$ cat src/rtl/vrr_pkg.sv
package vrr_pkg;

    localparam int unsigned REG_ADDR_W = 3;

    // register addresses; line registers are contiguous from ADDR_LINE0
    localparam logic [REG_ADDR_W-1:0] ADDR_CTRL  = 3'd0;
    localparam logic [REG_ADDR_W-1:0] ADDR_PUSH  = 3'd1;
    localparam logic [REG_ADDR_W-1:0] ADDR_LINE0 = 3'd2;

    localparam int unsigned N_LINE_REGS = 5;
    localparam int unsigned LR_VMIN = 0;
    localparam int unsigned LR_VMAX = 1;
    localparam int unsigned LR_FLIP = 2;
    localparam int unsigned LR_VACT = 3;
    localparam int unsigned LR_VTOT = 4;

    // control field positions
    localparam int unsigned CTL_ON_BIT   = 0;
    localparam int unsigned CTL_FLIP_BIT = 1;
    localparam int unsigned CTL_FSD_LSB  = 2;
    localparam int unsigned CTL_GB_LSB   = 8;

    // push field positions
    localparam int unsigned PSH_EN_BIT   = 0;
    localparam int unsigned PSH_SEND_BIT = 1;

    typedef enum logic [1:0] {
        ST_ACTIVE,
        ST_FIXBLANK,
        ST_HOLD,
        ST_EXIT
    } vt_state_e;

endpackage

$ cat src/rtl/vrr_regfile.sv
module vrr_regfile
    import vrr_pkg::*;
#(
    parameter int unsigned LINE_W = 12,
    parameter int unsigned GB_W   = 8,
    parameter int unsigned DATA_W = 16
) (
    input  logic                  clk,
    input  logic                  rst_n,
    input  logic                  we,
    input  logic [REG_ADDR_W-1:0] addr,
    input  logic [DATA_W-1:0]     wdata,
    input  logic                  latch,
    input  logic                  push_clear,
    output logic [DATA_W-1:0]     rdata,
    output logic                  on_a,
    output logic                  flip_on_a,
    output logic [1:0]            fsd_a,
    output logic [GB_W-1:0]       gb_a,
    output logic [LINE_W-1:0]     vmin_a,
    output logic [LINE_W-1:0]     vmax_a,
    output logic [LINE_W-1:0]     flip_a,
    output logic [LINE_W-1:0]     vact_a,
    output logic [LINE_W-1:0]     vtot_a,
    output logic                  push_en,
    output logic                  push_send
);

    logic              on_p;
    logic              flip_on_p;
    logic [1:0]        fsd_p;
    logic [GB_W-1:0]   gb_p;
    logic [LINE_W-1:0] line_p [N_LINE_REGS];
    logic [LINE_W-1:0] line_a [N_LINE_REGS];

    // control register: pending and active copies
    always_ff @(posedge clk or negedge rst_n) begin
        if (!rst_n) begin
            on_p      <= 1'b0;
            flip_on_p <= 1'b0;
            fsd_p     <= '0;
            gb_p      <= '0;
        end else if (we && addr == ADDR_CTRL) begin
            on_p      <= wdata[CTL_ON_BIT];
            flip_on_p <= wdata[CTL_FLIP_BIT];
            fsd_p     <= wdata[CTL_FSD_LSB +: 2];
            gb_p      <= wdata[CTL_GB_LSB +: GB_W];
        end
    end

    always_ff @(posedge clk or negedge rst_n) begin
        if (!rst_n) begin
            on_a      <= 1'b0;
            flip_on_a <= 1'b0;
            fsd_a     <= '0;
            gb_a      <= '0;
        end else if (latch) begin
            on_a      <= on_p;
            flip_on_a <= flip_on_p;
            fsd_a     <= fsd_p;
            gb_a      <= gb_p;
        end
    end

    // line-count registers, one pending/active pair each
    for (genvar k = 0; k < N_LINE_REGS; k++) begin : g_line
        localparam logic [REG_ADDR_W-1:0] MY_ADDR = ADDR_LINE0 + REG_ADDR_W'(k);

        always_ff @(posedge clk or negedge rst_n) begin
            if (!rst_n) begin
                line_p[k] <= '0;
            end else if (we && addr == MY_ADDR) begin
                line_p[k] <= wdata[LINE_W-1:0];
            end
        end

        always_ff @(posedge clk or negedge rst_n) begin
            if (!rst_n) begin
                line_a[k] <= '0;
            end else if (latch) begin
                line_a[k] <= line_p[k];
            end
        end
    end

    assign vmin_a = line_a[LR_VMIN];
    assign vmax_a = line_a[LR_VMAX];
    assign flip_a = line_a[LR_FLIP];
    assign vact_a = line_a[LR_VACT];
    assign vtot_a = line_a[LR_VTOT];

    // push register: not shadowed, send consumed by the sequencer
    always_ff @(posedge clk or negedge rst_n) begin
        if (!rst_n) begin
            push_en   <= 1'b0;
            push_send <= 1'b0;
        end else if (we && addr == ADDR_PUSH) begin
            push_en   <= wdata[PSH_EN_BIT];
            push_send <= wdata[PSH_EN_BIT] & wdata[PSH_SEND_BIT];
        end else if (push_clear) begin
            push_send <= 1'b0;
        end
    end

    // read-back of pending copies
    always_comb begin
        rdata = '0;
        if (addr == ADDR_CTRL) begin
            rdata[CTL_ON_BIT]          = on_p;
            rdata[CTL_FLIP_BIT]        = flip_on_p;
            rdata[CTL_FSD_LSB +: 2]    = fsd_p;
            rdata[CTL_GB_LSB +: GB_W]  = gb_p;
        end else if (addr == ADDR_PUSH) begin
            rdata[PSH_EN_BIT]   = push_en;
            rdata[PSH_SEND_BIT] = push_send;
        end else begin
            for (int k = 0; k < N_LINE_REGS; k++) begin
                if (addr == ADDR_LINE0 + REG_ADDR_W'(k)) begin
                    rdata[LINE_W-1:0] = line_p[k];
                end
            end
        end
    end

endmodule

$ cat src/rtl/vrr_bounds.sv
module vrr_bounds #(
    parameter int unsigned LINE_W = 12,
    parameter int unsigned GB_W   = 8
) (
    input  logic              flip_on,
    input  logic [1:0]        fsd,
    input  logic [GB_W-1:0]   gb,
    input  logic [LINE_W-1:0] vmin_m1,
    input  logic [LINE_W-1:0] vmax_m1,
    input  logic [LINE_W-1:0] flip_m1,
    output logic [LINE_W:0]   exit_len,
    output logic [LINE_W:0]   flip_bound,
    output logic [LINE_W:0]   vmax_bound
);

    localparam int unsigned LW1 = LINE_W + 1;

    logic [LW1-1:0] flip_eff;
    logic [LW1-1:0] vmax_eff;

    // guardband + (field + 1) + 1
    assign exit_len = LW1'(gb) + LW1'(fsd) + LW1'(2);

    // earliest flip line: flipline register, or vmin + 1 when disabled
    assign flip_eff = flip_on ? (LW1'(flip_m1) + LW1'(1))
                              : (LW1'(vmin_m1) + LW1'(2));
    assign vmax_eff = LW1'(vmax_m1) + LW1'(1);

    assign flip_bound = (flip_eff > exit_len) ? (flip_eff - exit_len) : '0;
    assign vmax_bound = (vmax_eff > exit_len) ? (vmax_eff - exit_len) : '0;

endmodule

$ cat src/rtl/vrr_seq.sv
module vrr_seq
    import vrr_pkg::*;
#(
    parameter int unsigned LINE_W = 12
) (
    input  logic              clk,
    input  logic              rst_n,
    input  logic              tick,
    input  logic              vrr_on,
    input  logic              push_req,
    input  logic [LINE_W-1:0] vact,
    input  logic [LINE_W-1:0] vtot_m1,
    input  logic [LINE_W:0]   exit_len,
    input  logic [LINE_W:0]   flip_bound,
    input  logic [LINE_W:0]   vmax_bound,
    output logic              latch_now,
    output logic              push_clear,
    output logic              vblank,
    output logic              frame_start,
    output logic              latch_strobe,
    output logic [LINE_W-1:0] cur_line
);

    localparam int unsigned LW1 = LINE_W + 1;

    vt_state_e         state_q, state_d;
    logic [LINE_W-1:0] line_q, line_d;
    logic [LW1-1:0]    exit_end_q, exit_end_d;
    logic [LW1-1:0]    nline;
    logic              go_exit;
    logic              fix_latch;
    logic              new_frame;

    assign nline = LW1'(line_q) + LW1'(1);

    // next state
    always_comb begin
        state_d    = state_q;
        line_d     = line_q;
        exit_end_d = exit_end_q;
        go_exit    = 1'b0;
        fix_latch  = 1'b0;
        new_frame  = 1'b0;
        if (tick) begin
            line_d = nline[LINE_W-1:0];
            unique case (state_q)
                ST_ACTIVE: begin
                    if (nline >= LW1'(vact)) begin
                        if (vrr_on) begin
                            state_d = ST_HOLD;
                        end else begin
                            state_d   = ST_FIXBLANK;
                            fix_latch = 1'b1;
                        end
                    end
                end
                ST_FIXBLANK: begin
                    if (nline > LW1'(vtot_m1)) begin
                        state_d   = ST_ACTIVE;
                        line_d    = '0;
                        new_frame = 1'b1;
                    end
                end
                ST_HOLD: begin
                    if ((push_req && nline >= flip_bound) || nline >= vmax_bound) begin
                        state_d    = ST_EXIT;
                        go_exit    = 1'b1;
                        exit_end_d = nline + exit_len;
                    end
                end
                ST_EXIT: begin
                    if (nline >= exit_end_q) begin
                        state_d   = ST_ACTIVE;
                        line_d    = '0;
                        new_frame = 1'b1;
                    end
                end
            endcase
        end
    end

    assign latch_now  = go_exit | fix_latch;
    assign push_clear = go_exit;

    // state register
    always_ff @(posedge clk or negedge rst_n) begin
        if (!rst_n) begin
            state_q    <= ST_ACTIVE;
            line_q     <= '0;
            exit_end_q <= '0;
        end else begin
            state_q    <= state_d;
            line_q     <= line_d;
            exit_end_q <= exit_end_d;
        end
    end

    // outputs
    always_ff @(posedge clk or negedge rst_n) begin
        if (!rst_n) begin
            vblank       <= 1'b0;
            frame_start  <= 1'b0;
            latch_strobe <= 1'b0;
        end else begin
            vblank       <= (state_d != ST_ACTIVE);
            frame_start  <= new_frame;
            latch_strobe <= latch_now;
        end
    end

    assign cur_line = line_q;

endmodule

$ cat src/rtl/vrr_vtimer.sv
module vrr_vtimer
    import vrr_pkg::*;
#(
    parameter int unsigned LINE_W = 12,
    parameter int unsigned GB_W   = 8,
    parameter int unsigned DATA_W = 16
) (
    input  logic                  clk,
    input  logic                  rst_n,
    input  logic                  reg_we,
    input  logic [REG_ADDR_W-1:0] reg_addr,
    input  logic [DATA_W-1:0]     reg_wdata,
    output logic [DATA_W-1:0]     reg_rdata,
    input  logic                  line_tick,
    output logic                  vblank,
    output logic                  frame_start,
    output logic                  latch_strobe,
    output logic [LINE_W-1:0]     cur_line
);

    logic              on_a;
    logic              flip_on_a;
    logic [1:0]        fsd_a;
    logic [GB_W-1:0]   gb_a;
    logic [LINE_W-1:0] vmin_a, vmax_a, flip_a, vact_a, vtot_a;
    logic              push_en, push_send;
    logic              latch_now, push_clear;
    logic [LINE_W:0]   exit_len, flip_bound, vmax_bound;

    vrr_regfile #(
        .LINE_W (LINE_W),
        .GB_W   (GB_W),
        .DATA_W (DATA_W)
    ) u_regs (
        .clk        (clk),
        .rst_n      (rst_n),
        .we         (reg_we),
        .addr       (reg_addr),
        .wdata      (reg_wdata),
        .latch      (latch_now),
        .push_clear (push_clear),
        .rdata      (reg_rdata),
        .on_a       (on_a),
        .flip_on_a  (flip_on_a),
        .fsd_a      (fsd_a),
        .gb_a       (gb_a),
        .vmin_a     (vmin_a),
        .vmax_a     (vmax_a),
        .flip_a     (flip_a),
        .vact_a     (vact_a),
        .vtot_a     (vtot_a),
        .push_en    (push_en),
        .push_send  (push_send)
    );

    vrr_bounds #(
        .LINE_W (LINE_W),
        .GB_W   (GB_W)
    ) u_bounds (
        .flip_on    (flip_on_a),
        .fsd        (fsd_a),
        .gb         (gb_a),
        .vmin_m1    (vmin_a),
        .vmax_m1    (vmax_a),
        .flip_m1    (flip_a),
        .exit_len   (exit_len),
        .flip_bound (flip_bound),
        .vmax_bound (vmax_bound)
    );

    vrr_seq #(
        .LINE_W (LINE_W)
    ) u_seq (
        .clk          (clk),
        .rst_n        (rst_n),
        .tick         (line_tick),
        .vrr_on       (on_a),
        .push_req     (push_en & push_send),
        .vact         (vact_a),
        .vtot_m1      (vtot_a),
        .exit_len     (exit_len),
        .flip_bound   (flip_bound),
        .vmax_bound   (vmax_bound),
        .latch_now    (latch_now),
        .push_clear   (push_clear),
        .vblank       (vblank),
        .frame_start  (frame_start),
        .latch_strobe (latch_strobe),
        .cur_line     (cur_line)
    );

endmodule

$ cat config.mk
export PLATFORM = sky130hd
export DESIGN_NAME = vrr_vtimer
export DESIGN_NICKNAME = d
export VERILOG_FILES = /design/src/rtl/vrr_pkg.sv /design/src/rtl/vrr_regfile.sv /design/src/rtl/vrr_bounds.sv /design/src/rtl/vrr_seq.sv /design/src/rtl/vrr_vtimer.sv
export SDC_FILE = /design/constraint.sdc
export NUM_CORES = 1
export LEC_CHECK = 0
export ABC_CLOCK_PERIOD_IN_PS = 6800
export BUFFER_PORTS_ARGS = -buffer_cell sky130_fd_sc_hd__buf_2
export CAP_MARGIN = 20
export CORE_ASPECT_RATIO = 0.9
export CORE_MARGIN = 10
export CORE_UTILIZATION = 40
export DETAILED_ROUTE_END_ITERATION = 7
export HOLD_SLACK_MARGIN = 0.08
export PLACE_DENSITY_LB_ADDON = 0.08
export SKIP_LAST_GASP = 1
export SLEW_MARGIN = 5
export SYNTH_ARGS = -nofsm -noshare
export SYNTH_HDL_FRONTEND = slang
export SYNTH_SLANG_ARGS = --single-unit
$ cat constraint.sdc
create_clock -name clk -period 6.8 [get_ports clk]
set_clock_uncertainty 0.1 [all_clocks]
set_input_delay 1.36 -clock clk [delete_from_list [all_inputs] [get_ports clk]]
set_output_delay 1.36 -clock clk [all_outputs]
set_load 0.02 [all_outputs]
==> impl_metrics.py <==
metrics = {
    "run_status": {
        "outcome": "finished, final reports clean",
    },
    "floorplanning": {
        "dieHeight_um": 180.2,
        "chipWidth_um": 198.0,
        "die-area_um2": 35670,
        "rows": 58,
        "io_pins": 54,
        "initial_core_util_pct": 40.71,
        "core_area_um2": 28010,
    },
    "route": {
        "ant_nets": 0,
        "wl_per_cell_um": 21.53,
        "wirelength_um": 33330,
        "drc_errors": 0,
        "via_per_inst": 5.519,
        "num_vias": 8544,
        "firstDrtPassIters": 5,
        "drtIter0Drc": 573,
    },
    "placed_design": {
        "finalWeightedCongestion": 0.8796,
        "dpl.hpwl_um": 25460,
        "pre_cts_slack_ps": -3.076,
        "place_inst": 1506,
        "port-buffer-count": 53,
    },
    "finish": {
        "layout_commonest_cell": "dfrtp_1",
        "layout-drive-gt1-share_pct": 27.19,
        "final_cell_mix": "dfrtp_1, mux2_2, ha_1",
        "area_growth_pct": 15.81,
        "n_fill_cell": 2641,
        "diodes": 0,
        "nets": 1297,
        "stdcell_count": 1548,
    },
    "sta": {
        "layout_min_cycle_time_ps": 6540,
        "layout_setup_ws_ps": 259.9,
        "max-slew-margin-rel_pct": 28.44,
        "setup_viol": 0,
        "slew_viol_final": 0,
        "finalCritPeriodShare_pct": 96.18,
        "tightest_slew_ps": 1070,
        "max_freq_ghz": 0.1529,
        "hold_slack_ps": 397.3,
        "hold_violations": 0,
        "setup_tns_ps": 0,
    },
    "global_routing": {
        "grt_max_degree": 73,
        "track_usage_pct": 18.45,
        "grt_pass1_vias": 8406,
        "antenna_found_initial": 0,
        "overflow": 0,
        "grt_pass1_wl_um": 50630,
    },
    "clock_network": {
        "cts_tree": "built",
        "ctsHoldBuffers": 0,
        "numCtsBuffers": 17,
        "path_clk_slew_ps": 80,
        "cts_buffer_depth": 2,
        "root_buffer": "clkbuf_16",
        "clock_sinks": 176,
        "cts_max_level": 4,
        "clk_latency_ps": 440,
    },
    "synth": {
        "ys_ff_latch": 176,
        "synth_edf_count": 0,
        "synth_area_um2": 11400,
        "syn_avg_cell_area_um2": 10.43,
        "yosysWarnings": 0,
        "netlist_instances": 1093,
        "synth_cell_types": 76,
        "seq_area_frac_synth_pct": 38.62,
        "async_flop_share_pct": 100.0,
        "synth_flop_cell": "dfrtp_1",
    },
    "setup_path": {
        "crit_slowest_cell": "dfrtp_1",
        "path_buf_inv": 4,
        "cp.arrival_ps": 6770,
        "cp_top_family": "compound AO/OA/AOI/OAI gates",
        "start_kind": "flip-flop",
        "slowest_delay_ps": 390,
        "crit_type": "reg2reg",
        "cp_max_fo": 10,
        "required_ps": 7030,
        "endpoint_kind": "flip-flop",
    },
    "worst_hold_path": {
        "hp-class": "reg2reg",
    },
    "run": {
        "cap_violations": 0,
    },
}
[registers in the layout, summed over array words and instances, names as in the netlist, 8 cells and up]
register and cells:
u_regs.vact_a 12, u_regs.flip_a 12, u_seq.cur_line 12, u_seq.exit_end_q 13
u_regs.vmax_a 12, u_regs.vmin_a 12, u_regs.line_p 60, u_regs.gb_a 8
u_regs.vtot_a 12, u_regs.gb_p 8
[cell type report]
class                      instances  area [µm²]  share of cell area, %
multi-input combinational        809        6660                  50.43
sequential                       176        4404                  33.35
timing repair buffer             102       787.0                  5.959
tap                              360       450.4                  3.411
clock buffer                      17       425.4                  3.221
inverter                          69       259.0                  1.961
clock inverter                    15       220.2                  1.667
[final timing paths]
check / startpoint / endpoint / slack (ps) / depth (start not counted)
setup reg to reg: u_regs.fsd_a[0] / u_regs.vact_a[2] / 260 / 31
setup / recovery: u_regs.fsd_a[0] / u_regs.vact_a[2] / 260 / 31
hold / removal: u_regs.vtot_a[10] / u_regs.vtot_a[10] / 400 / 1
max in group asynchronous: rst_n / u_regs.line_p[10] / 4480 / 2
hold reg to reg: u_regs.vtot_a[10] / u_regs.vtot_a[10] / 400 / 1
min in group asynchronous: rst_n / u_seq.cur_line[4] / 790 / 1
[routing by layer]
layer	vias up	part of all wire, %	GRT usage [%]
li1	4117	-	-
met1	4281	50	26.59
met2	126	46	28.22
met3	20	3.4	2.950
met4	0	1.3	4.149
met5	-	0	0
[timing repair]
action | 4_1_cts | 5_1_grt
resized for setup | 1 | 18
gates cloned | 0 | 4
buffers inserted | 0 | 6
setup endpoints to repair | 28 | 81
pin swaps | 0 | 8
[synthesized netlist by cell type, drive strengths merged, types with 7 or more instances]
cell type    n  area (µm²)
nand2       81       304.0
ha          95        1189
a21oi       54       270.3
nor2        51       191.4
o21a         9       67.56
a211oi       9       67.56
a21o        25       187.7
nor2b       14       87.58
inv         68       255.2
nand3       24       125.1
mux2       150        1689
or2          7       43.80
nor3        12       60.06
buf         17       80.08
dfrtp      176        4404
clkbuf      23       87.58
o21ai       38       190.2
a22oi       13       97.59
nand2b       7       43.79
nand4       15       93.84
and2        10       62.56
xnor2       49       429.2
o22ai       10       62.56
xor2        27       255.3
[metrics by stage]
| step | utilization [%] | cell area, µm² |
|---|---|---|
| 2_1_floorplan | - | 11410 |
| 3_3_place_gp | 44.05 | 12340 |
| 3_5_place_dp | 44.05 | 12340 |
| 4_1_cts | 46.38 | 12990 |
| 5_1_grt | 47.15 | 13210 |
| 6_report | 47.15 | 13210 |
[kinds of logic after synthesis]
group / after synthesis / synth area share [%]
and+or+nand+nor: 250 / 10.73
AOI/OAI and AO/OA: 215 / 12.79
DFF: 176 / 38.62
muxes: 162 / 16.52
buffers and inverters: 109 / 3.741
adders and majority gates: 103 / 11.52
xor gates and xnor gates: 76 / 6.002
other: 2 / 0.06586
Power is left out: the tool's default activity adds up to more than one toggle a clock period on the data nets, which glitch-free logic cannot reach.
